<file path="config.mk">
export PLATFORM = sky130hd
export DESIGN_NAME = stsreg_guard
export DESIGN_NICKNAME = d
export VERILOG_FILES = /design/src/rtl/stsreg_pkg.sv /design/src/rtl/stsreg_zone_dec.sv /design/src/rtl/stsreg_nv.sv /design/src/rtl/stsreg_gate.sv /design/src/rtl/stsreg_guard.sv
export SDC_FILE = /design/constraint.sdc
export NUM_CORES = 1
export LEC_CHECK = 0
export ABC_AREA = 1
export BUFFER_PORTS_ARGS = -buffer_cell sky130_fd_sc_hd__clkbuf_2
export CORE_MARGIN = 3
export CORE_UTILIZATION = 45
export DETAILED_ROUTE_END_ITERATION = 6
export HOLD_SLACK_MARGIN = 0.08
export PLACE_DENSITY = 0.86
export SLEW_MARGIN = 10
export SYNTH_ARGS = -nofsm -noshare
export SYNTH_HDL_FRONTEND = slang
export SYNTH_SLANG_ARGS = --single-unit
</file>
<file path="constraint.sdc">
create_clock -name clk -period 3.15 [get_ports clk]
set_clock_uncertainty 0.2 [all_clocks]
set_input_delay 0.945 -clock clk [delete_from_list [all_inputs] [get_ports clk]]
set_output_delay 0.945 -clock clk [all_outputs]
set_load 0.05 [all_outputs]
</file>
<file path="src/rtl/stsreg_pkg.sv">
package stsreg_pkg;
  typedef enum logic [1:0] {
    MODE_OPEN = 2'd0,
    MODE_SOFT = 2'd1,
    MODE_HARD = 2'd2
  } prot_mode_e;

  typedef struct packed {
    logic       lock;
    logic [1:0] zone;
  } nv_bits_t;

  localparam int LOCK_POS  = 7;
  localparam int ZONE1_POS = 3;
  localparam int ZONE0_POS = 2;
endpackage

</file>
<file path="src/rtl/stsreg_zone_dec.sv">
module stsreg_zone_dec #(
  parameter int PG_W = 9
) (
  input  logic [1:0]      zone,
  input  logic [PG_W-1:0] page,
  output logic            hit
);
  localparam int TOP = PG_W - 1;

  always_comb begin
    unique case (zone)
      2'b00:   hit = 1'b0;
      2'b01:   hit = page[TOP] & page[TOP-1];
      2'b10:   hit = page[TOP];
      default: hit = 1'b1;
    endcase
  end
endmodule

</file>
<file path="src/rtl/stsreg_nv.sv">
module stsreg_nv
  import stsreg_pkg::*;
#(
  parameter logic [2:0] NV_DEFAULT = 3'b000
) (
  input  logic     clk,
  input  logic     factory_init,
  input  logic     stage_en,
  input  nv_bits_t stage_val,
  input  logic     commit,
  output nv_bits_t nv_q
);
  nv_bits_t stage_q;

  always_ff @(posedge clk) begin
    if (stage_en) stage_q <= stage_val;
  end

  always_ff @(posedge clk) begin
    if (factory_init) nv_q <= nv_bits_t'(NV_DEFAULT);
    else if (commit)  nv_q <= stage_q;
  end
endmodule

</file>
<file path="src/rtl/stsreg_gate.sv">
module stsreg_gate (
  input  logic clk,
  input  logic rst,
  input  logic wren_stb,
  input  logic wrdi_stb,
  input  logic wrsr_stb,
  input  logic write_stb,
  input  logic cycle_busy,
  input  logic zone_hit,
  input  logic hw_lock,
  output logic wel_q,
  output logic wip_q,
  output logic sr_accept,
  output logic commit,
  output logic write_ok,
  output logic write_rej,
  output logic wrsr_ok,
  output logic wrsr_rej
);
  logic busy_q, kind_sr_q, busy_any, done, wr_accept;

  assign busy_any  = wip_q | cycle_busy;
  assign done      = wip_q & busy_q & ~cycle_busy;
  assign wr_accept = write_stb & wel_q & ~busy_any & ~zone_hit;
  assign sr_accept = wrsr_stb & ~write_stb & wel_q & ~busy_any & ~hw_lock;
  assign commit    = done & kind_sr_q & ~rst;

  always_ff @(posedge clk) begin
    if (rst) begin
      busy_q    <= 1'b0;
      wip_q     <= 1'b0;
      kind_sr_q <= 1'b0;
      wel_q     <= 1'b0;
      write_ok  <= 1'b0;
      write_rej <= 1'b0;
      wrsr_ok   <= 1'b0;
      wrsr_rej  <= 1'b0;
    end else begin
      busy_q    <= cycle_busy;
      write_ok  <= wr_accept;
      write_rej <= write_stb & ~wr_accept;
      wrsr_ok   <= sr_accept;
      wrsr_rej  <= wrsr_stb & ~write_stb & ~sr_accept;
      if (done) begin
        wip_q <= 1'b0;
      end else if (wr_accept || sr_accept) begin
        wip_q     <= 1'b1;
        kind_sr_q <= sr_accept;
      end
      if (done || wrdi_stb) wel_q <= 1'b0;
      else if (wren_stb)    wel_q <= 1'b1;
    end
  end
endmodule

</file>
<file path="src/rtl/stsreg_guard.sv">
module stsreg_guard
  import stsreg_pkg::*;
#(
  parameter int         ADDR_W     = 15,
  parameter int         PAGE_W     = 6,
  parameter logic [2:0] NV_DEFAULT = 3'b000,
  localparam int        PG_W       = ADDR_W - PAGE_W
) (
  input  logic            clk,
  input  logic            rst,
  input  logic            factory_init,
  input  logic            wp_n,
  input  logic            wren_stb,
  input  logic            wrdi_stb,
  input  logic            wrsr_stb,
  input  logic [7:0]      wrsr_data,
  input  logic            write_stb,
  input  logic [PG_W-1:0] write_page,
  input  logic            cycle_busy,
  output logic [7:0]      status_byte,
  output logic            write_ok,
  output logic            write_rej,
  output logic            wrsr_ok,
  output logic            wrsr_rej,
  output logic [1:0]      prot_mode
);
  logic       wp_q, zone_hit, hw_lock, wel, wip, sr_accept, commit;
  nv_bits_t   nv_q, stage_val;
  prot_mode_e mode;

  always_ff @(posedge clk) begin
    if (rst) wp_q <= 1'b1;
    else     wp_q <= wp_n;
  end

  assign hw_lock   = nv_q.lock & ~wp_q;
  assign stage_val = '{lock: wrsr_data[LOCK_POS],
                       zone: {wrsr_data[ZONE1_POS], wrsr_data[ZONE0_POS]}};

  stsreg_zone_dec #(.PG_W(PG_W)) u_zone (
    .zone (nv_q.zone),
    .page (write_page),
    .hit  (zone_hit)
  );

  stsreg_nv #(.NV_DEFAULT(NV_DEFAULT)) u_nv (
    .clk          (clk),
    .factory_init (factory_init),
    .stage_en     (sr_accept),
    .stage_val    (stage_val),
    .commit       (commit),
    .nv_q         (nv_q)
  );

  stsreg_gate u_gate (
    .clk        (clk),
    .rst        (rst),
    .wren_stb   (wren_stb),
    .wrdi_stb   (wrdi_stb),
    .wrsr_stb   (wrsr_stb),
    .write_stb  (write_stb),
    .cycle_busy (cycle_busy),
    .zone_hit   (zone_hit),
    .hw_lock    (hw_lock),
    .wel_q      (wel),
    .wip_q      (wip),
    .sr_accept  (sr_accept),
    .commit     (commit),
    .write_ok   (write_ok),
    .write_rej  (write_rej),
    .wrsr_ok    (wrsr_ok),
    .wrsr_rej   (wrsr_rej)
  );

  always_comb begin
    if (hw_lock)              mode = MODE_HARD;
    else if (nv_q.zone != '0) mode = MODE_SOFT;
    else                      mode = MODE_OPEN;
  end

  assign prot_mode   = mode;
  assign status_byte = {nv_q.lock, 3'b000, nv_q.zone, wel, wip};
endmodule

</file>
# Word level (Yosys, flattened, before mapping)
# Index checks and enable logic that the tools add are counted.
# totals
reg_bits,15
latchBits,0
ramBits,0
rom_bits,0
inputBits,26
output_inout_bits,14
elab_cells,51
n_memories,0
# op_classes
add_sub_neg,0
mul,0
div,0
order_cmp,0
eq_ne,2
shifts,0
muxes,3
n_bitwise,26
reduce_logical,7
# ops
operator,n
1-bit bitwise AND,15
1-bit inverter,10
2-bit OR reduction,2
1-bit case mux with 3 select lines,1
"2-bit by 1-bit == test with 1-bit output, second input constant",1
"2-bit == test, second input constant",1
2-bit logical NOT,1
1-bit logical OR,2
2-bit 2-to-1 mux,1
2-bit AND reduction,1
2-bit nonzero test,1
1-bit 2-to-1 mux,1
1-bit OR,1

# Depth between registers and ports, before layout
# Gate-level depths: netlist of the first run.
# logic_depth
ltp_word,7
mapped_depth,7
mapped_depth_nobuf,7

# Cells and area by module
# A second synthesis of the first run with hierarchy kept.
# unflattened
hier_cells,80
hier_area_um2,629.4
# by_module_without_submodules
module,instances,cells_per_inst,area_per_inst_um2,seq_area_each_um2
stsreg_gate,1,42,312.8,160.2
stsreg_nv,1,22,210.2,150.1
stsreg_guard,1,13,92.6,20.0
stsreg_zone_dec,1,3,13.8,0.0

# Worst setup path after synthesis of the first run
# OpenSTA, ideal clock, no wires.
# synth_path
kind,register to output
start,reg u_nv.nv_q[0] (netlist name)
end,out prot_mode[0]
arrival_ns,1.544
t_required_ns,2.005
slack_ns,0.461
stages_incl_launch_ff,3
path_cell_list,dfxtp_1 > inv_1 > a21oi_1
# synth_via
elab_chain_cells,3
# synth_rtl
item,line_no,rtl
2-bit nonzero test,stsreg_guard.sv:77,else if (nv_q.zone != '0) mode = MODE_SOFT;
1-bit 2-to-1 mux,stsreg_guard.sv:77,
2-bit 2-to-1 mux,stsreg_guard.sv:76,if (hw_lock) mode = MODE_HARD;
to (decl),stsreg_guard.sv:25,output logic [1:0] prot_mode
# Every way passes these cells.

# Final worst setup path of the first run
# layout_path
start,reg u_nv.nv_q[1] (netlist name)
end,out prot_mode[0]
# layout_via
elab_chain_cells,3
# layout_rtl
item,line_no
2-bit nonzero test,stsreg_guard.sv:77
1-bit 2-to-1 mux,stsreg_guard.sv:77
2-bit 2-to-1 mux,stsreg_guard.sv:76
# Every way passes these cells.

==> impl_results.md, run 1 <==
- Status: completed
- Endpoint of the most critical setup path: prot_mode[0]
- Boundary Pins: 40
- Count of warnings emitted by yosys: 0
- Post-synth EDFFs: 3
- Initial antenna violation count: 0
- Maximum buffer depth of the clock tree: 2
- Switching power of the nets: between 0.00009 and 0.0001 W
- Clock network latency to the later pin of the worst-skew pair: 280 ps
- Effective utilization at floorplan: between 50% and 60%
- H-tree levels: 1
- Clock tree from TritonCTS: built
- Syn_area_per_cell: 8.10 µm²
- Final period demand of the worst path: 2290 ps
- Power Internal: approximately 0.00026 W
- DP HPWL: 964 µm
- Resize count post-CTS: 0
- Minimum setup slack among reg-to-reg paths: between 1500 and 2000 ps
- Average wire length per cell after detail routing: about 9.4 µm
- Post-route DRC: 0
- Clock transition at the registers of the reported paths: around 80 ps
- Count of clock tree sinks: 15
- Unrepaired setup endpoints after global routing: false
- Worst-case reg-to-reg path depth: 3
- Pre-antenna DRT Iters: 4
- Critical path required time: around 2000 ps
- Setup Buffers After CTS: 0
- Width of the die: approximately 45 µm
- Comb pwr share: 12.5%
- Crit path DAT: about 1100 ps
- Placeable Area: ~1400 µm²
- Setup-violating endpoint count in the final report: 0
- Final antenna diode count: 0
- DR iter-0 viols: 6
- Worst flop-to-flop path endpoint: u_nv.stage_q[1]
- Worst min-delay path category: reg -> reg
- Post-synth cell types: 19
- Number of nets in the layout: 136
- Critical path class: reg -> out
- Final worst-path cycle share: between 70% and 80%
- Most frequent cells in the layout: clkbuf_2, nand2_1, nor2_1
- Switching part of the total power: 26.2%
- Via count normalized by instance count: ~4.4
- Global-route wire length before repair: approximately 1800 µm
- Category of the worst setup path capture point: output pin
- Post-route ant nets: 0
- Final wirelength: between 1000 and 1500 µm
- Leak pwr: roughly 0.41 nW
- Multi-input combinational cell area: about 270 µm²
- Die area: roughly 2100 µm²
- Total number of placement rows: 13
- Count of mapped cells out of synthesis: 86
- Power density relative to cell area: about 440 nW/µm²
- Sequential element share of the synthesized area: between 40% and 50%
- Final Max Slew Viols: 0
- Total negative setup slack: 0 ps
- Element type at the critical path start: flop
- Leading cell type in the layout, fill and taps excluded: clkbuf_2
- Filler cells: ~130
- Max IR drop VDD: ~0.22 mV
- Maximum clock frequency: 438 MHz
- Flip-flop and latch count after synthesis: 15
- Worst Hold Slack: 284 ps
- Largest net degree at the start of global routing: 10
- Syn-to-layout area delta: 16.7%
- Maximum fanout along the worst path: 4
- Critical Path Source: u_nv.nv_q[1]
- Async set-or-reset flop fraction in the synthesized netlist: 0%
- Origin of the critical flop-to-flop path: u_gate.wip_q
- Post-synth top flop: dfxtp_1
- Routability cong.: ~0.8
- Die Ht: 45.4 µm
- Number of port buffers: 24
- Overall track demand over capacity in global routing: between 10% and 20%
- Post-CTS Hold Fix Bufs: 0
- Congestion Overflow GR: 0
- Proportion of layout cells with a drive suffix above 1: around two fifths
- Number of buffers added by the clock tree synthesis step: 3
- Netlist area before placement: ~700 µm²
- Routed via count: between 500 and 600
- Clock root buffer: clkbuf_4
- Number of violations of the max-capacitance limit: 0
- Sequential Power Share: between 50% and 60%
- Share of the core filled with cells in the final layout: between 50% and 60%
- Number of global-route vias before repair: 480
- Sequential cell area: 330 µm²
- Hold Fails Final Rpt: 0
- Clock network fraction of total power: a little under a third
## per-stage QoR
stage	std cells	worst slack (ps)	power, W	instance area (µm²)
after global routing	124	758	0.000372	813
after global placement	120	1180	0.000250	787
final	124	864	0.000355	813
after floorplan	88	461	0.000244	704
after detailed placement	120	1170	0.000252	787
after CTS	124	852	0.000361	813
## critical path, cell delays in order (launching register included)
cell      delay (ps)
dfxtp_1          390
inv_1             70
a21oi_1          120
clkbuf_2         290
## synthesized netlist by cell type (2+ instances only)
library cell	n	share of area, %
nand3_2	3	4.3
inv_1	12	6.5
nand2_1	17	9.2
edfxtp_1	3	13
nand3b_1	3	3.2
nor2_2	4	3.6
nor3_1	2	1.4
nor2_1	13	7.0
dfxtp_1	12	34
buf_4	6	6.5
nand2_2	2	1.8
inv_2	2	1.1
## cells by family after synthesis
family	share of synthesized area, %
other cells	0.538
flops	47.4
simple gates	34.5
buf+inv	15.6
compound gates	1.97
## power groups by stage
stage                     clock, W  combinational, W  sequential [W]
final                     0.000108         0.0000445        0.000202
after global routing      0.000120         0.0000487        0.000203
after CTS                 0.000114         0.0000448        0.000202
after detailed placement         0         0.0000447        0.000207
after global placement           0         0.0000438        0.000207
after floorplan                  0         0.0000321        0.000212
## worst min-delay path by stage
stage,cells after the start,endpoint,slack (ps),from
3_3_place_gp,2,u_gate.kind_sr_q,270,u_gate.kind_sr_q
4_1_cts,2,u_gate.kind_sr_q,290,u_gate.kind_sr_q
5_1_grt,2,u_gate.kind_sr_q,320,u_gate.kind_sr_q
6_report,2,u_gate.kind_sr_q,280,u_gate.kind_sr_q
3_5_place_dp,2,u_gate.kind_sr_q,280,u_gate.kind_sr_q
2_1_floorplan,2,u_gate.kind_sr_q,250,u_gate.kind_sr_q
## flip-flops by register name, summed over array words and instances (netlist names)
register and flops:
u_nv.nv_q 3, u_gate.busy_q 1, u_gate.kind_sr_q 1, u_nv.stage_q 3, u_gate.wip_q 1, u_gate.wel_q 1
u_gate.wrsr_rej 1, u_gate.wrsr_ok 1, wp_q 1, u_gate.write_ok 1, u_gate.write_rej 1
## metal layers
metal | global-route usage (%) | wire length (µm)
met1 | 14.7 | 517
met2 | 20.3 | 502
met3 | 2.39 | 102
met4 | 10.5 | 42
met5 | 0 | 0
## layout make-up
type,count,share of cell area [%]
Sequential cell,15,40.6
Multi-Input combinational cell,52,32.6
Timing Repair Buffer,24,14.8
Inverter,14,6.46
Clock buffer,4,3.23
Tap cell,15,2.31
No activity file was read; power rests on OpenSTA's default activity.
==> run 2, diff against run 1 <==
- ABC_AREA: 1 -> 0
- CORE_UTILIZATION: 45 -> 35
- PLACE_DENSITY: 0.86 -> 0.76
- clock period: 3.15 -> 2.1 ns (I/O delays scaled with it)
==> run 2 against run 1 <==
Against the previous run:
- combinational power grew 27%
- total power grew 46%
- largest power group unchanged
- clock-buffer cell count shrank 1
- cell count shrank 20%
==> impl_results.md, run 2 <==
- Status: completed
- Most frequent cells in the layout: clkbuf_2, dfxtp_1, nor2_1
- Share of the synthesized area in the top cell type: 40.1% (+5.6 points)
- Power density relative to cell area: 695 nW/µm² (+59%)
- Largest net degree at the start of global routing: 12 (+2)
- Routability cong.: 0.699 (-11%)
- Minimum setup slack among reg-to-reg paths: 410 ps (-1490 ps)
- Clock network latency to the later pin of the worst-skew pair: 280 ps (about the same)
- Routed via count: 465 (-14%)
- Unrepaired setup endpoints after global routing: false
- Worst-case reg-to-reg path depth: 3 (unchanged)
- Worst flop-to-flop path endpoint: u_nv.stage_q[2]
- Count of mapped cells out of synthesis: 58 (-33%)
- Global-route wire length before repair: 1470 µm (-19%)
- Number of violations of the max-capacitance limit: 0 (unchanged)
- Sequential element share of the synthesized area: 55.1% (+7.7 points)
- Proportion of layout cells with a drive suffix above 1: 47.0% (+8.5 points)
- Final period demand of the worst path: 2000 ps
- DR iter-0 viols: 5 (-1)
- Setup-violating endpoint count in the final report: 0 (unchanged)
- Flip-flop and latch count after synthesis: 15 (unchanged)
- Synth top area cells: dfxtp_1, edfxtp_1, buf_4
- Hold Fails Final Rpt: 0 (unchanged)
- Final Max Slew Viols: 0 (unchanged)
- Effective utilization at floorplan: 38.4% (-12 points)
- Die Ht: 47.4 µm (+4.5%)
- Critical Path Source: u_nv.nv_q[2]
- Placeable Area: 1560 µm² (+13%)
- Number of port buffers: 24 (unchanged)
- Average wire length per cell after detail routing: 10.5 µm (+12%)
- Post-route ant nets: 0 (unchanged)
- Biggest area consumer among synthesized cells: dfxtp_1
- Origin of the critical flop-to-flop path: u_gate.wip_q
- WHS Path Cells: 2 (unchanged)
- Post-route DRC: 0 (unchanged)
- Count of clock tree sinks: 15 (unchanged)
- Final wirelength: 1040 µm (-11%)
- Min-Delay Endpoint: u_gate.wel_q
- Number of global-route vias before repair: 369 (-23%)
- Element type at the critical path start: flop
- Async set-or-reset flop fraction in the synthesized netlist: 0% (unchanged)
- Maximum buffer depth of the clock tree: 2 (unchanged)
- Via count normalized by instance count: 4.70 (+7.9%)
- Count of warnings emitted by yosys: 0 (unchanged)
- Commonest cells in the synthesized netlist: dfxtp_1, buf_4, nor2_1
- Post-synth EDFFs: 3 (unchanged)
- Overall track demand over capacity in global routing: 10.0% (-2.8 points)
- Post-synth cell types: 25 (+6)
- Initial antenna violation count: 0 (unchanged)
- Final worst-path cycle share: a little over nine tenths
- Crit path DAT: 1170 ps (+30 ps)
- Syn_area_per_cell: 10.3 µm² (+28%)
- Number of nets in the layout: 110 (-19%)
- Syn-to-layout area delta: 24.8%
- H-tree levels: 1 (unchanged)
- Boundary Pins: 40 (unchanged)
- Congestion Overflow GR: 0 (unchanged)
- Maximum fanout along the worst path: 4 (unchanged)
- Total number of placement rows: 14 (+1)
- Total negative setup slack: 0 ps (unchanged)
- Leak pwr: 0.332 nW (-19%)
- Critical path required time: 1270 ps (-730 ps)
- Setup Buffers After CTS: 0 (unchanged)
- Final antenna diode count: 0 (unchanged)
- Worst min-delay path category: in -> reg
- Die area: 2240 µm² (+9.1%)
- Share of the core filled with cells in the final layout: 48.0% (-11 points)
- Worst Min Path Start: wrdi_stb
- Most frequently used cell type in the post-synthesis netlist: dfxtp_1
- Largest registers ranked by flip-flop count: u_nv.nv_q (3), u_nv.stage_q (3)
- Filler cells: 150 (+12%)
- Critical path class: reg -> out
- DP HPWL: 839 µm (-13%)
- Maximum clock frequency: 499 MHz
- Leading cell type in the layout, fill and taps excluded: clkbuf_2
- Category of the worst setup path capture point: output pin
- Clock root buffer: clkbuf_4
- Clock tree from TritonCTS: built
- Clock transition at the registers of the reported paths: 80 ps (about the same)
- Number of buffers added by the clock tree synthesis step: 3 (unchanged)
- Netlist area before placement: 599 µm² (-14%)
- Pre-antenna DRT Iters: 4 (unchanged)
- Worst Hold Slack: 298 ps (+13.7 ps)
- Max IR drop VDD: 0.371 mV (+68%)
- Post-synth top flop: dfxtp_1
- Width of the die: 47.4 µm (+4.5%)
==> run 2: cell types whose count changed after synthesis, moves of 2 or more <==
| cell | previous run | this run |
|---|---|---|
| nand2_1 | 17 | 0 |
| nor2_1 | 13 | 6 |
| nand3b_1 | 3 | 1 |
| o21ai_0 | 0 | 3 |
| inv_2 | 2 | 0 |
| nor2_2 | 4 | 0 |
| inv_1 | 12 | 0 |
| a21oi_1 | 1 | 3 |
| nand3_2 | 3 | 0 |
| nor2b_1 | 0 | 4 |
| nand2_2 | 2 | 0 |
| nand3_1 | 0 | 4 |
==> run 2: cells by family after synthesis <==
| family | share of synthesized area [%] |
|---|---|
| AO/OA/AOI/OAI | 8.98 |
| buffers and inverters | 8.98 |
| AND/OR/NAND/NOR | 26.3 |
| flip-flops | 55.1 |
| other | 0.626 |
==> run 2: layer usage <==
| metal | vias up | part of all wire [%] | global-route usage, % |
|---|---|---|---|
| li1 | 242 | - | - |
| met4 | 0 | 3.0 | 9.94 |
| met5 | - | 0 | 0 |
| met2 | 25 | 38 | 13.4 |
| met3 | 4 | 11 | 4.21 |
| met1 | 194 | 48 | 11.6 |
==> run 2: power breakdown <==
part,switching (W),internal (W),total [W]
registers,0.00000283,0.000300,0.000303
logic,0.0000376,0.0000188,0.0000564
clock network,0.0000898,0.0000708,0.000161
==> run 2: critical path, cell delays in order (launching register included) <==
cell      delay, ps
dfxtp_1         360
nor2b_2         240
nor2_2           60
clkbuf_2        230
==> run 2: layout make-up <==
cell class	instances	area [µm²]	share of cell area (%)
Multi-Input combinational cell	37	228	30.4
Clock buffer	3	22.5	3.01
Timing Repair Buffer	26	138	18.4
Sequential cell	15	330	44.1
Inverter	1	5.00	0.669
Clock inverter	1	5.00	0.669
Tap cell	16	20.0	2.68
==> run 2: how the worst max path moves through the flow <==
stage | depth (start not counted) | slack [ps] | end
floorplan | 2 | 80 | prot_mode[0]
global placement | 4 | 40 | u_nv.stage_q[1]
detailed placement | 4 | 30 | u_nv.stage_q[2]
CTS | 3 | 80 | prot_mode[0]
global route | 3 | 10 | prot_mode[0]
finish | 3 | 100 | prot_mode[0]
==> run 2: what timing repair did <==
item | in CTS | in global routing
hold buffers | 0 | 0
endpoints found under the setup margin | 2 | 0
gates resized for setup | 2 | 0
hold endpoints to repair | 0 | 0
==> run 2: stage by stage <==
| stage | power, W | area [µm²] | worst slack, ps | std cells |
|---|---|---|---|---|
| 5_1_grt | 0.000546 | 748 | 11.0 | 99 |
| 2_1_floorplan | 0.000353 | 609 | 78.9 | 60 |
| 3_3_place_gp | 0.000365 | 716 | 35.0 | 95 |
| 3_5_place_dp | 0.000366 | 716 | 35.0 | 95 |
| 4_1_cts | 0.000528 | 748 | 78.9 | 99 |
| 6_report | 0.000520 | 748 | 96.2 | 99 |
==> run 3, diff against run 2 <==
- CAP_MARGIN: not set -> 10
- SETUP_SLACK_MARGIN: not set -> 0.1
==> run 3 against run 2 <==
Against the previous run:
- sequential power about the same
- sequential share of layout area down 0.73 points
- via count up 0.43%
- die area unchanged
- maximum frequency up 4.2%
- global-route usage up 0.16 points
- critical endpoint unchanged
- largest power group unchanged
==> impl_results.md, run 3 (synthesized netlist as in run 2, its figures left out) <==
- Slowest cell on the critical path: dfxtp_1
- Effective utilization at floorplan: 38.4% (unchanged)
- Clock network latency to the later pin of the worst-skew pair: 280 ps (about the same)
- WHS Path Cells: 2 (unchanged)
- Die area: 2240 µm² (unchanged)
- Element type at the critical path start: flop
- Sequential cell area: 330 µm² (unchanged)
- Post-route ant nets: 0 (unchanged)
- Worst slack, placed: 35.0 ps (unchanged)
- Multi-input combinational cell area: 233 µm² (+2.2%)
- Power density relative to cell area: 684 nW/µm² (-1.6%)
- Final period demand of the worst path: 1920 ps (-81.5 ps)
- Crit path cell chain: nor2b_4 > nor2_2 > buf_2
- GRT met2 Usage: 13.6% (+0.27 points)
- Count of clock tree sinks: 15 (unchanged)
- Hold Fails Final Rpt: 0 (unchanged)
- Worst Min Path Start: wrdi_stb
- Critical path required time: 1270 ps (about the same)
- Syn-to-layout area delta: 26.9%
- Total negative setup slack: 0 ps (unchanged)
- Leading cell type in the layout, fill and taps excluded: clkbuf_2
- Worst min-delay path category: in -> reg
- Worst flop-to-flop path endpoint: u_nv.stage_q[2]
- Number of violations of the max-capacitance limit: 0 (unchanged)
- H-tree levels: 1 (unchanged)
- Number of nets in the layout: 111 (+0.91%)
- DR iter-0 viols: 4 (-1)
- Clock transition at the registers of the reported paths: 80 ps (about the same)
- Filler cells: 149 (-0.67%)
- Post-CTS Hold Fix Bufs: 0 (unchanged)
- Critical path class: reg -> out
- Worst-case reg-to-reg path depth: 3 (unchanged)
- Clock tree from TritonCTS: built
- Largest net degree at the start of global routing: 12 (unchanged)
- Minimum setup slack among reg-to-reg paths: 400 ps (about the same)
- Min-Delay Endpoint: u_gate.wel_q
- Congestion Overflow GR: 0 (unchanged)
- Max IR drop VDD: 0.372 mV (+0.13%)
- Category of the worst setup path capture point: output pin
- Number of port buffers: 24 (unchanged)
- Final Max Slew Viols: 0 (unchanged)
- Grt met1 use: 11.8% (+0.23 points)
- Maximum fanout along the worst path: 3 (-1)
- Final antenna diode count: 0 (unchanged)
- Most frequent cells in the layout: clkbuf_2, dfxtp_1, nor2_1
- Maximum buffer depth of the clock tree: 2 (unchanged)
- Maximum clock frequency: 520 MHz (+4.2%)
- Largest incremental delay on the critical path: 340 ps (-20 ps)
- Total number of placement rows: 14 (unchanged)
- Worst setup margin: 178 ps (+81.5 ps)
- Final worst-path cycle share: 91.5% (-3.9 points)
- Initial antenna violation count: 0 (unchanged)
- Largest registers ranked by flip-flop count: u_nv.nv_q (3), u_nv.stage_q (3)
- Die Ht: 47.4 µm (unchanged)
- Overall track demand over capacity in global routing: 10.2% (+0.16 points)
- Setup-violating endpoint count in the final report: 0 (unchanged)
- DP HPWL: 839 µm (unchanged)
- Clock root buffer: clkbuf_4
- Number of buffers added by the clock tree synthesis step: 3 (unchanged)
- Pre-antenna DRT Iters: 4 (unchanged)
- Via count normalized by instance count: 4.67 (-0.57%)
- Routed via count: 467 (+0.43%)
- Leak pwr: 0.339 nW (+1.9%)
- Average wire length per cell after detail routing: 10.5 µm (-0.14%)
- Width of the die: 47.4 µm (unchanged)
- Final wirelength: 1050 µm (+0.87%)
- Met3 Usage GRT: 4.21% (unchanged)
- Number of global-route vias before repair: 371 (+0.54%)
- Placeable Area: 1560 µm² (unchanged)
- Proportion of layout cells with a drive suffix above 1: 47.6% (+0.63 points)
- Most Crowded Layer GR: met2
- Status: completed
- Unrepaired setup endpoints after global routing: false
- Origin of the critical flop-to-flop path: u_gate.wip_q
- Post-route DRC: 0 (unchanged)
- Crit path DAT: 1090 ps (-80 ps)
- Routability cong.: 0.699 (unchanged)
- Boundary Pins: 40 (unchanged)
- Global-route wire length before repair: 1500 µm (+1.9%)
[run 3: changes by cell type in the layout (fill, tap and decap cells not counted), sizes merged]
cell | before | now
buf | 2 | 4
clkbuf | 27 | 26
[run 3: how the worst max path moves through the flow]
| stage | slack [ps] | endpoint | cells past startpoint | start |
|---|---|---|---|---|
| final | 180 | prot_mode[0] | 3 | u_nv.nv_q[2] |
| after global routing | 110 | prot_mode[0] | 3 | u_nv.nv_q[0] |
| after CTS | 130 | prot_mode[0] | 3 | u_nv.nv_q[2] |
| after detailed placement | 30 | u_nv.stage_q[2] | 4 | cycle_busy |
| after global placement | 40 | u_nv.stage_q[1] | 4 | cycle_busy |
| after floorplan | 80 | prot_mode[0] | 2 | u_nv.nv_q[1] |
[run 3: area by class of cell]
| class | count | area share [%] |
|---|---|---|
| clock buffer | 3 | 2.96 |
| clock inverter | 1 | 0.658 |
| inverter | 1 | 0.658 |
| multi-input combinational | 37 | 30.6 |
| sequential | 15 | 43.4 |
| tap | 16 | 2.63 |
| timing repair buffer | 27 | 19.1 |
[run 3: worst max-delay path: cells and delay by family (launching register included)]
kind / cells / cell delay (ps)
buf+inv: 1 / 250
simple gates: 2 / 220
flops: 1 / 340
[run 3: per-layer routing]
| metal | part of all wire [%] | vias up |
|---|---|---|
| met5 | 0 | - |
| met4 | 3.0 | 0 |
| met3 | 11 | 4 |
| met2 | 39 | 25 |
| met1 | 47 | 195 |
| li1 | - | 243 |
[run 3: report_power, final]
| part | internal (W) | switching, W |
|---|---|---|
| clock | 0.0000708 | 0.0000898 |
| combinational | 0.0000188 | 0.0000376 |
| sequential | 0.000300 | 0.00000316 |
[run 3: through the flow]
| stage | total power [W] | util (%) | instance area (µm²) | hold slack, ps | std cells |
|---|---|---|---|---|---|
| 3_3_place_gp | 0.000365 | 45.9 | 716 | 285 | 95 |
| 5_1_grt | 0.000547 | 48.8 | 761 | 300 | 100 |
| 3_5_place_dp | 0.000366 | 45.9 | 716 | 305 | 95 |
| 6_report | 0.000520 | 48.8 | 761 | 298 | 100 |
| 4_1_cts | 0.000528 | 48.3 | 753 | 291 | 99 |
| 2_1_floorplan | 0.000353 | - | 609 | 278 | 60 |
[run 3: timing repair]
action / in CTS / in global routing
gates resized for setup: 3 / 1
buffers inserted: 0 / 1
setup endpoints to repair: 2 / 1
